$ cat config.mk
export PLATFORM = sky130hd
export DESIGN_NAME = rtcreg_ctrl
export DESIGN_NICKNAME = d
export VERILOG_FILES = /design/src/rtl/rtcreg_pkg.sv /design/src/rtl/rtcreg_hostport.sv /design/src/rtl/rtcreg_update_seq.sv /design/src/rtl/rtcreg_alarm_cmp.sv /design/src/rtl/rtcreg_ctrl.sv
export SDC_FILE = /design/constraint.sdc
export NUM_CORES = 2
export LEC_CHECK = 0
export BUFFER_PORTS_ARGS = -buffer_cell sky130_fd_sc_hd__buf_2
export CORE_MARGIN = 3
export CORE_UTILIZATION = 55
export DETAILED_ROUTE_END_ITERATION = 8
export PLACE_DENSITY = 0.72
export SLEW_MARGIN = 20
export SYNTH_ARGS = -nofsm -noshare
export SYNTH_HDL_FRONTEND = slang
export SYNTH_SLANG_ARGS = --single-unit
$ cat constraint.sdc
create_clock -name clk -period 3.7 [get_ports clk]
set_clock_uncertainty 0.05 [all_clocks]
set_input_delay 0.925 -clock clk [delete_from_list [all_inputs] [get_ports clk]]
set_output_delay 0.925 -clock clk [all_outputs]
set_load 0.005 [all_outputs]
$ cat src/rtl/rtcreg_pkg.sv
package rtcreg_pkg;
  localparam int unsigned IX_SEC     = 0;
  localparam int unsigned IX_AL_SEC  = 1;
  localparam int unsigned IX_MIN     = 2;
  localparam int unsigned IX_AL_MIN  = 3;
  localparam int unsigned IX_HOUR    = 4;
  localparam int unsigned IX_AL_HOUR = 5;
  localparam int unsigned IX_YEAR    = 9;
  localparam int unsigned IX_CTLA    = 10;
  localparam int unsigned IX_CTLB    = 11;
  localparam int unsigned IX_STAT    = 12;
  localparam int unsigned IX_VALID   = 13;

  // control B bit positions
  localparam int unsigned B_SET  = 7;
  localparam int unsigned B_PIE  = 6;
  localparam int unsigned B_AIE  = 5;
  localparam int unsigned B_UIE  = 4;
  localparam int unsigned B_SQWE = 3;

  // status C flag masks
  localparam logic [7:0] FL_IRQ = 8'h80;
  localparam logic [7:0] FL_PER = 8'h40;
  localparam logic [7:0] FL_ALM = 8'h20;
  localparam logic [7:0] FL_UPD = 8'h10;

  localparam logic [7:0] RST_CTLA  = 8'h26;
  localparam logic [7:0] RST_CTLB  = 8'h02;
  localparam logic [7:0] RST_STAT  = 8'h00;
  localparam logic [7:0] RST_VALID = 8'h80;

  localparam logic [7:0] SOFT_B_KEEP = 8'hFF & ~((8'h1 << B_PIE) | (8'h1 << B_AIE) | (8'h1 << B_SQWE));
endpackage

$ cat src/rtl/rtcreg_hostport.sv
module rtcreg_hostport #(
  parameter int IDX_W = 7
) (
  input  logic             clk,
  input  logic             rst_n,
  input  logic             cs_i,
  input  logic             we_i,
  input  logic             addr_i,
  input  logic [7:0]       wdata_i,
  output logic [IDX_W-1:0] idx_o,
  output logic             dwr_o,
  output logic             drd_o
);
  logic [IDX_W-1:0] idx_q, idx_d;
  logic             idx_en;

  assign idx_en = cs_i & we_i & ~addr_i;
  assign dwr_o  = cs_i & we_i & addr_i;
  assign drd_o  = cs_i & ~we_i & addr_i;
  assign idx_o  = idx_q;

  always_comb begin
    idx_d = idx_q;
    if (idx_en) idx_d = wdata_i[IDX_W-1:0];
  end

  always_ff @(posedge clk or negedge rst_n) begin
    if (!rst_n) idx_q <= '0;
    else        idx_q <= idx_d;
  end

  // index only changes on an even-address write
  a_r1_idx_hold: assert property (@(posedge clk) disable iff (!rst_n)
    !(cs_i && we_i && !addr_i) |=> $stable(idx_q));
endmodule

$ cat src/rtl/rtcreg_update_seq.sv
module rtcreg_update_seq #(
  parameter int UPD_TICKS = 8
) (
  input  logic clk,
  input  logic rst_n,
  input  logic start_i,
  input  logic tick_i,
  input  logic set_mode_i,
  input  logic uip_clr_i,
  output logic uip_o,
  output logic end_o
);
  localparam int CNT_W = (UPD_TICKS > 1) ? $clog2(UPD_TICKS) : 1;
  localparam logic [CNT_W-1:0] LAST = CNT_W'(UPD_TICKS - 1);

  logic             busy_q, busy_d;
  logic [CNT_W-1:0] cnt_q, cnt_d;
  logic             uip_q, uip_d;
  logic             launch;

  assign launch = start_i & ~busy_q;
  assign end_o  = busy_q & tick_i & (cnt_q == LAST);
  assign uip_o  = uip_q;

  always_comb begin
    busy_d = busy_q;
    cnt_d  = cnt_q;
    uip_d  = uip_q;
    if (launch) begin
      busy_d = 1'b1;
      cnt_d  = '0;
      if (!set_mode_i) uip_d = 1'b1;
    end else if (busy_q && tick_i) begin
      if (end_o) begin
        busy_d = 1'b0;
        cnt_d  = '0;
      end else begin
        cnt_d = cnt_q + 1'b1;
      end
    end
    if (end_o || uip_clr_i) uip_d = 1'b0;
  end

  always_ff @(posedge clk or negedge rst_n) begin
    if (!rst_n) begin
      busy_q <= 1'b0;
      cnt_q  <= '0;
      uip_q  <= 1'b0;
    end else begin
      busy_q <= busy_d;
      cnt_q  <= cnt_d;
      uip_q  <= uip_d;
    end
  end

  // flag rises only from a start outside set mode
  a_r6_uip_rise: assert property (@(posedge clk) disable iff (!rst_n)
    $rose(uip_q) |-> $past(start_i && !set_mode_i));
  // flag is down after the update ends
  a_r6_uip_end: assert property (@(posedge clk) disable iff (!rst_n)
    end_o |=> !uip_q);
endmodule

$ cat src/rtl/rtcreg_alarm_cmp.sv
module rtcreg_alarm_cmp #(
  parameter int N_FIELDS = 3
) (
  input  logic [N_FIELDS-1:0][7:0] alarm_i,
  input  logic [N_FIELDS-1:0][7:0] time_i,
  output logic                     hit_o
);
  logic [N_FIELDS-1:0] fld_ok;

  for (genvar g = 0; g < N_FIELDS; g++) begin : g_fld
    assign fld_ok[g] = (alarm_i[g][7:6] == 2'b11) || (alarm_i[g] == time_i[g]);
  end

  assign hit_o = &fld_ok;
endmodule

$ cat src/rtl/rtcreg_ctrl.sv
module rtcreg_ctrl
  import rtcreg_pkg::*;
#(
  parameter int IDX_W     = 7,
  parameter int UPD_TICKS = 8
) (
  input  logic       clk,
  input  logic       rst_n,
  input  logic       bus_cs,
  input  logic       bus_we,
  input  logic       bus_addr,
  input  logic [7:0] bus_wdata,
  output logic [7:0] bus_rdata,
  input  logic       upd_start,
  input  logic       tick_32k,
  input  logic       per_strobe,
  input  logic       soft_rst,
  input  logic [7:0] cur_sec,
  input  logic [7:0] cur_min,
  input  logic [7:0] cur_hour,
  output logic [6:0] ctl_a,
  output logic [7:0] ctl_b,
  output logic       time_load,
  output logic       irq
);
  localparam int DEPTH = 1 << IDX_W;

  logic [IDX_W-1:0] idx;
  logic             dwr, drd, rd_stat;
  logic             uip, upd_end, uip_clr, alarm_hit;
  logic [7:0]       mem_q [DEPTH];
  logic [7:0]       mem_d [DEPTH];
  logic [7:0]       flag_set;
  logic             irq_q, irq_d;
  logic             tl_q, tl_d;
  logic             set_mode;

  function automatic logic [7:0] rst_val(int unsigned i);
    case (i)
      IX_CTLA:  return RST_CTLA;
      IX_CTLB:  return RST_CTLB;
      IX_STAT:  return RST_STAT;
      IX_VALID: return RST_VALID;
      default:  return 8'h00;
    endcase
  endfunction

  function automatic logic is_time_idx(int unsigned i);
    return (i == IX_SEC) || (i == IX_MIN) || (i == IX_HOUR) ||
           ((i >= 6) && (i <= IX_YEAR));
  endfunction

  rtcreg_hostport #(.IDX_W(IDX_W)) u_host (
    .clk(clk), .rst_n(rst_n), .cs_i(bus_cs), .we_i(bus_we),
    .addr_i(bus_addr), .wdata_i(bus_wdata),
    .idx_o(idx), .dwr_o(dwr), .drd_o(drd)
  );

  assign set_mode = mem_q[IX_CTLB][B_SET];
  assign uip_clr  = dwr && (int'(idx) == IX_CTLB) && bus_wdata[B_SET];
  assign rd_stat  = drd && (int'(idx) == IX_STAT);

  rtcreg_update_seq #(.UPD_TICKS(UPD_TICKS)) u_seq (
    .clk(clk), .rst_n(rst_n), .start_i(upd_start), .tick_i(tick_32k),
    .set_mode_i(set_mode), .uip_clr_i(uip_clr),
    .uip_o(uip), .end_o(upd_end)
  );

  rtcreg_alarm_cmp #(.N_FIELDS(3)) u_alarm (
    .alarm_i({mem_q[IX_AL_HOUR], mem_q[IX_AL_MIN], mem_q[IX_AL_SEC]}),
    .time_i ({cur_hour, cur_min, cur_sec}),
    .hit_o  (alarm_hit)
  );

  // event flags gathered this cycle
  always_comb begin
    flag_set = 8'h00;
    if (upd_end && mem_q[IX_CTLB][B_AIE] && alarm_hit) flag_set |= FL_IRQ | FL_ALM;
    if (upd_end && mem_q[IX_CTLB][B_UIE])              flag_set |= FL_IRQ | FL_UPD;
    if (per_strobe && mem_q[IX_CTLB][B_PIE])           flag_set |= FL_IRQ | FL_PER;
  end

  always_comb begin
    for (int i = 0; i < DEPTH; i++) mem_d[i] = mem_q[i];
    tl_d = 1'b0;
    if (upd_end && !set_mode) begin
      mem_d[IX_SEC]  = cur_sec;
      mem_d[IX_MIN]  = cur_min;
      mem_d[IX_HOUR] = cur_hour;
    end
    if (dwr) begin
      if (int'(idx) == IX_CTLA) begin
        mem_d[IX_CTLA] = {1'b0, bus_wdata[6:0]};
      end else if (int'(idx) == IX_CTLB) begin
        if (bus_wdata[B_SET]) begin
          mem_d[IX_CTLB] = bus_wdata & ~(8'h1 << B_UIE);
        end else begin
          mem_d[IX_CTLB] = bus_wdata;
          if (set_mode) tl_d = 1'b1;
        end
      end else if ((int'(idx) == IX_STAT) || (int'(idx) == IX_VALID)) begin
        mem_d[IX_STAT] = mem_q[IX_STAT];
      end else begin
        mem_d[idx] = bus_wdata;
        if (is_time_idx(int'(idx)) && !set_mode) tl_d = 1'b1;
      end
    end
    if (rd_stat) mem_d[IX_STAT] = 8'h00;
    mem_d[IX_STAT] = mem_d[IX_STAT] | flag_set;
    if (soft_rst) begin
      mem_d[IX_CTLB] = mem_d[IX_CTLB] & SOFT_B_KEEP;
      mem_d[IX_STAT] = mem_d[IX_STAT] & 8'h0F;
    end
  end

  always_comb begin
    irq_d = irq_q;
    if (rd_stat)          irq_d = 1'b0;
    if (flag_set != 8'h0) irq_d = 1'b1;
    if (soft_rst)         irq_d = 1'b0;
  end

  always_ff @(posedge clk or negedge rst_n) begin
    if (!rst_n) begin
      for (int i = 0; i < DEPTH; i++) mem_q[i] <= rst_val(i);
      irq_q <= 1'b0;
      tl_q  <= 1'b0;
    end else begin
      for (int i = 0; i < DEPTH; i++) mem_q[i] <= mem_d[i];
      irq_q <= irq_d;
      tl_q  <= tl_d;
    end
  end

  always_comb begin
    if (!bus_addr)                    bus_rdata = 8'hFF;
    else if (int'(idx) == IX_CTLA)    bus_rdata = {uip, mem_q[IX_CTLA][6:0]};
    else                              bus_rdata = mem_q[idx];
  end

  assign ctl_a     = mem_q[IX_CTLA][6:0];
  assign ctl_b     = mem_q[IX_CTLB];
  assign time_load = tl_q;
  assign irq       = irq_q;

  // the line only drops after a status read or a system reset pulse
  a_r5_irq_fall: assert property (@(posedge clk) disable iff (!rst_n)
    $fell(irq_q) |-> $past(rd_stat || soft_rst));
  // low status bits never take host data
  a_r3_stat_low_clear: assert property (@(posedge clk) disable iff (!rst_n)
    mem_q[IX_STAT][3:0] == 4'h0);
  // set mode never coexists with update interrupt enable
  a_r4_set_masks_uie: assert property (@(posedge clk) disable iff (!rst_n)
    mem_q[IX_CTLB][B_SET] |-> !mem_q[IX_CTLB][B_UIE]);
  // alarm flag rises only while alarms are enabled
  a_r8_alarm_gate: assert property (@(posedge clk) disable iff (!rst_n)
    $rose(mem_q[IX_STAT][5]) |-> $past(mem_q[IX_CTLB][B_AIE] && upd_end));
  // periodic flag rises only with periodic enable
  a_r10_per_gate: assert property (@(posedge clk) disable iff (!rst_n)
    $rose(mem_q[IX_STAT][6]) |-> $past(mem_q[IX_CTLB][B_PIE] && per_strobe));
  // a reset pulse leaves the line low
  a_r12_soft_low: assert property (@(posedge clk) disable iff (!rst_n)
    $past(soft_rst) |-> !irq_q);
endmodule

# --- Word level (Yosys, flattened, before mapping) ---
# Index checks and enable logic that the tools add are counted.
classes:
  addsub: 1
  order_cmp: 4
  n_eq_ne: 18
  muxes: 46
  bitwise_logic: 16
  n_reduce_logical: 34
op_table:
  columns: ["op", "count"]
  rows:
  - ["1024-bit bitwise mux", 1]
  - ["1024-bit two-way mux", 1]
  - ["936-bit two-way mux", 1]
  - ["928-bit two-way mux", 1]
  - ["920-bit two-way mux", 1]
  - ["8-bit two-way mux", 16]
  - ["96-bit two-way mux", 1]
  - ["88-bit two-way mux", 1]
  - ["80-bit two-way mux", 1]
  - ["8-bit binary-select mux with 7-bit select", 1]
  - ["8-bit demux with 7-bit select", 1]
  - ["7-bit by 4-bit == test with 1-bit output (second input constant)", 4]
  - ["8-bit == test", 3]
  - ["1-bit two-way mux", 16]
  - ["15-bit two-way mux", 1]
  - ["1-bit logical AND", 12]
  - ["3-bit two-way mux", 3]
  - ["3-bit AND reduction", 3]
  - ["1-bit AND", 8]
  - ["8-bit >= comparator (second input constant)", 1]
  - ["1-bit logical OR", 8]
  - ["8-bit by 1-bit < comparator with 1-bit output (second input constant)", 1]
  - ["7-bit inverter with 8-bit output", 1]
  - ["8-bit OR", 1]
  - ["other kinds (18)", 31]
word_totals:
  regBits: 1038
  in_bits: 41
  output_inout_bits: 25
  word_cells: 254

# --- Depth between registers and ports, before layout ---
logic_depth:
  depth_word: 13
  ltp_mapped: 11
  mapped_depth_nobuf: 7

# --- By module ---
# Synthesis repeated with hierarchy kept, for this count alone.
unflattened:
  hier_cells: 3326
  area_unflattened_um2: 48665.4
by_module_without_submodules:
  columns: ["mod", "n_inst", "cells_per_inst", "area_each_um2", "seq_area_each_um2"]
  rows:
  - ["rtcreg_ctrl", 1, 3253, 47825.9, 25680.9]
  - ["rtcreg_hostport", 1, 18, 289.0, 175.2]
  - ["rtcreg_alarm_cmp", 1, 34, 280.3, 0.0]
  - ["rtcreg_update_seq", 1, 21, 270.3, 125.1]

# --- Worst setup path before layout ---
# Ideal clock, no wire load.
synth_path:
  path_type: "flip-flop to output port"
  from: "reg u_host.idx_q[1], in the netlist u_host.idx_o[1]"
  to: "out bus_rdata[3]"
  t_arrival_ps: 2196
  t_required_ps: 2725
  slack_ps: 529
  stages_incl_launch_ff: 9
  path_buffers: 3
  path_cell_list: "dfrtp_1 -> clkbuf_1 -> buf_2 -> clkbuf_1 -> mux4_2 -> a221oi_1 -> a21oi_1 -> a2111oi_0 -> a21oi_1"
synth_between:
  elab_chain_len: 6
  elab_cells_between_ends: 7
  cone_classes: "1 x eq/ne; 5 x mux; 1 x bitwise"
synth_rtl:
  columns: ["item", "line_no", "source"]
  rows:
  - ["from (decl)", "rtcreg_hostport.sv:14", "logic [IDX_W-1:0] idx_q, idx_d;"]
  - ["from (signal assigned)", "rtcreg_hostport.sv:29", "else idx_q <= idx_d;"]
  - ["7-bit inverter with 8-bit output (not written as such)", "rtcreg_ctrl.sv:138", "else bus_rdata = mem_q[idx];"]
  - ["8-bit binary-select mux with 7-bit select", "rtcreg_ctrl.sv:138", null]
  - ["8-bit two-way mux (not written as such) (2 in a row)", "rtcreg_ctrl.sv:138", null]
  - ["8-bit two-way mux *", "rtcreg_ctrl.sv:137", "else if (int'(idx) == IX_CTLA) bus_rdata = {uip, mem_q[IX_CTLA][6:0]};"]
  - ["8-bit two-way mux *", "rtcreg_ctrl.sv:136", "if (!bus_addr) bus_rdata = 8'hFF;"]
  - ["to (decl)", "rtcreg_ctrl.sv:13", "output logic [7:0] bus_rdata,"]
# Mark *: on every way between the ends. The rest lies on a longest branch, timed or not. The select of a mux whose other input is x is not followed.

# --- Final worst setup path ---
layout_path:
  from: "reg u_host.idx_q[0], in the netlist u_host.idx_o[0]"
  to: "out bus_rdata[3]"
# The elaborated chain is that of the path after synthesis.

==> results_dict.tcl <==
set metrics [dict create \
    synth-adder-area-share_pct 0.05163 \
    violations "negative setup slack" \
    grt_setup_unrepaired "true" \
    arrival_ps 3430 \
    finalWirelength_um 131000 \
    mostFrequentLayoutCell "dfrtp_1" \
    drv_slew 0 \
    critPathCaptureType "primary output" \
    yosys.area_share.simple_pct 4.043 \
    syn_to_final_growth_pct 16.85 \
    path_cells "buf_12 -> buf_16 -> buf_16 -> buf_6 -> mux4_2 -> a221oi_4 -> a21oi_2 -> a2111oi_2 -> buf_4 -> a21oi_4 -> buf_2" \
    cts_buffers 109 \
    port_buffers 65 \
    synth_top_flop_cell "dfrtp_1" \
    track_usage_pct 28.92 \
    hold_path.class "in2async" \
    critPathRequiredTime_ps 2720 \
    syn_nets 3309 \
    startpoint_type "flip-flop" \
    syn-cell-area_um2 48470 \
    post-place-ws_ps -841.5 \
    synth_seq_cells 1038 \
    antenna_left 0 \
    dr.pass1.iters 5 \
    cpMostUsedCell "buf_16" \
    final_layout_size_suffix_gt1_share_pct 54.72 \
    antenna_found_initial 1 \
    path_max_fanout 7 \
    clk_latency_ps 690 \
    crit_type "reg2out" \
    r2r_setup_slack_ps 630 \
    slowest_delay_ps 530 \
    place_congestion 0.8518 \
    die_w_um 302.9 \
    setup_ws_ps -708.3 \
    yosysSeqAreaShare_pct 53.61 \
    die_y_um 302.9 \
    setup_viol 8 \
    min_period_over_period_pct 119.1 \
    grt_pass1_vias 31920 \
    synth_cell_types 46 \
    finalPower_mw 29.32 \
    hold_viol 0 \
    synth_cells 3266 \
    yosys_warnings 0 \
    cts_tree "built" \
    leakage_nw 26.55 \
    routed-via-count 30130 \
    dr.first_iter.drc_count 2751 \
    place_area_um2 51350 \
    final_area_um2 56630 \
    wl_per_cell_um 27.85 \
    grt_max_degree 107 \
    synth.area.mux_share_pct 34.87 \
    dieArea_um2 91720 \
    ctsHtreeMaxLevel 3 \
    rows 108 \
    grt_pass1_wl_um 201000 \
    clk_path_buf_depth 3 \
    path_clk_slew_ps 60 \
    avgSynthCellArea_um2 14.84 \
    worst_pin_slew_ps 955.7 \
    synth_area_leaders "dfrtp_1, mux2_2, mux4_2" \
    synth_async_sr_flop_share_pct 100.0 \
    synth_xor_area_share_pct 0.4337 \
    max-cap-violations 0 \
    gr-total-overflow 0 \
    clock-root-buffer "clkbuf_16" \
    cp_slowest_cell "mux4_2" \
    cts_sinks 1038 \
    ios 66 \
    ctsHoldBuffers 0 \
    start_util_pct 55.69 \
    layout_common_cells "dfrtp_1, mux2_2, buf_4, mux2i_1, mux4_2" \
    clock.fmax_ghz 0.2268 \
    vdd_drop_max_mv 0.4660 \
    synth-compound-area-share_pct 4.337 \
    outcome "complete, but fails checks" \
    slew_headroom_pct 36.29 \
    path_buf_inv 6 \
    post-dp-hpwl_um 84430 \
    p_per_area_nw_per_um2 517.8 \
    synth_edf_count 0 \
    synth_top_family_by_area "multiplexers" \
    critPathTopFamily "buffers and inverters" \
    drc_errors 0 \
    final_nets 3504 \
    yosysTopAreaCellShare_pct 53.34 \
    core_um2 87020 \
    synth_largest_area_cell "dfrtp_1" \
    viasPerCell 6.403 \
    layout_min_cycle_time_ps 4408 \
]
==> per-stage QoR <==
stage | hold WS [ps] | TNS, ps | instances | util [%]
after floorplan | 374.5 | 0 | 3266 | -
after global placement | 306.9 | -3830 | 4470 | 59.01
after detailed placement | 307.9 | -3770 | 4470 | 59.01
after CTS | 235.4 | -5325 | 4699 | 64.83
after global routing | 275.3 | -5582 | 4704 | 65.08
final | 252.4 | -5183 | 4705 | 65.08
==> synth_stat cells, types with 27 or more instances <==
cell type  count
a21oi_1       44
mux2i_1      189
nand2_1       72
clkbuf_1     172
buf_2         35
a211oi_1      54
a22oi_1       69
mux4_2       176
o22ai_1       27
a22o_1        27
nor2_2        52
nor2_4        72
buf_4         39
mux2_2       965
o21ai_0       40
dfrtp_1     1033
==> worst paths after layout <==
kind / start / endpoint / cells after the start
setup / recovery: u_host.idx_o[0]$_DFFE_PN0P_ / bus_rdata[3] / 11
hold / removal: rst_n / ctl_a[6]$_DFFE_PN0P_ / 1
setup reg to reg: u_host.idx_o[0]$_DFFE_PN0P_ / mem_q[189]$_DFFE_PN0P_ / 8
hold reg to reg: mem_q[919]$_DFFE_PN1P_ / mem_q[919]$_DFFE_PN1P_ / 0
max in group asynchronous: rst_n / mem_q[33]$_DFFE_PN0P_ / 2
min in group clk: mem_q[919]$_DFFE_PN1P_ / mem_q[919]$_DFFE_PN1P_ / 0
==> registers in the layout, summed over array words and instances, names as in the netlist <==
| signal | count |
|---|---|
| ctl_a | 7 |
| u_seq.uip_o | 1 |
| u_host.idx_o | 7 |
| ctl_b | 8 |
| u_seq.cnt_q | 3 |
| mem_q | 1009 |
| u_seq.busy_q | 1 |
| time_load | 1 |
| irq | 1 |
==> per-layer routing <==
metal,wire length [µm],vias up,global-route usage (%)
met2,63180,1133,46.77
li1,-,12520,-
met3,8757,281,4.909
met5,0,-,0
met4,4824,0,10.67
met1,54260,16190,39.69
==> final cells by class <==
| class | instances | area, µm² |
|---|---|---|
| Sequential cell | 1038 | 25990 |
| Clock buffer | 167 | 3349 |
| Antenna cell | 1 | 2.502 |
| Clock inverter | 32 | 307.8 |
| Timing Repair Buffer | 348 | 3426 |
| Multi-Input combinational cell | 1962 | 22100 |
| Inverter | 2 | 7.507 |
| Tap cell | 1155 | 1445 |
| Fill cell | 6023 | 30390 |
==> power by group <==
group          switching, mW  leakage, nW  total (mW)  internal, mW
combinational           2.95         10.4        5.55          2.61
clock                   4.60         1.82        11.0          6.44
sequential             0.530         14.3        12.7          12.2
total                   8.08         26.5        29.3          21.2
==> kinds of logic after synthesis <==
kind of cell               count (synthesis)
AOI/OAI and AO/OA                        302
xor gates and xnor gates                  24
adders and majority gates                  2
buffers and inverters                    266
DFF                                     1038
muxes                                   1346
and+or+nand+nor                          288
==> what timing repair did <==
| item | CTS | global route |
|---|---|---|
| setup endpoints to repair | 8 | 8 |
| buffers inserted | 26 | 6 |
| gates resized for setup | 188 | 33 |
| pin swaps | 60 | 19 |
| gates cloned | 10 | 1 |
(Power assumes the default switching activity.)
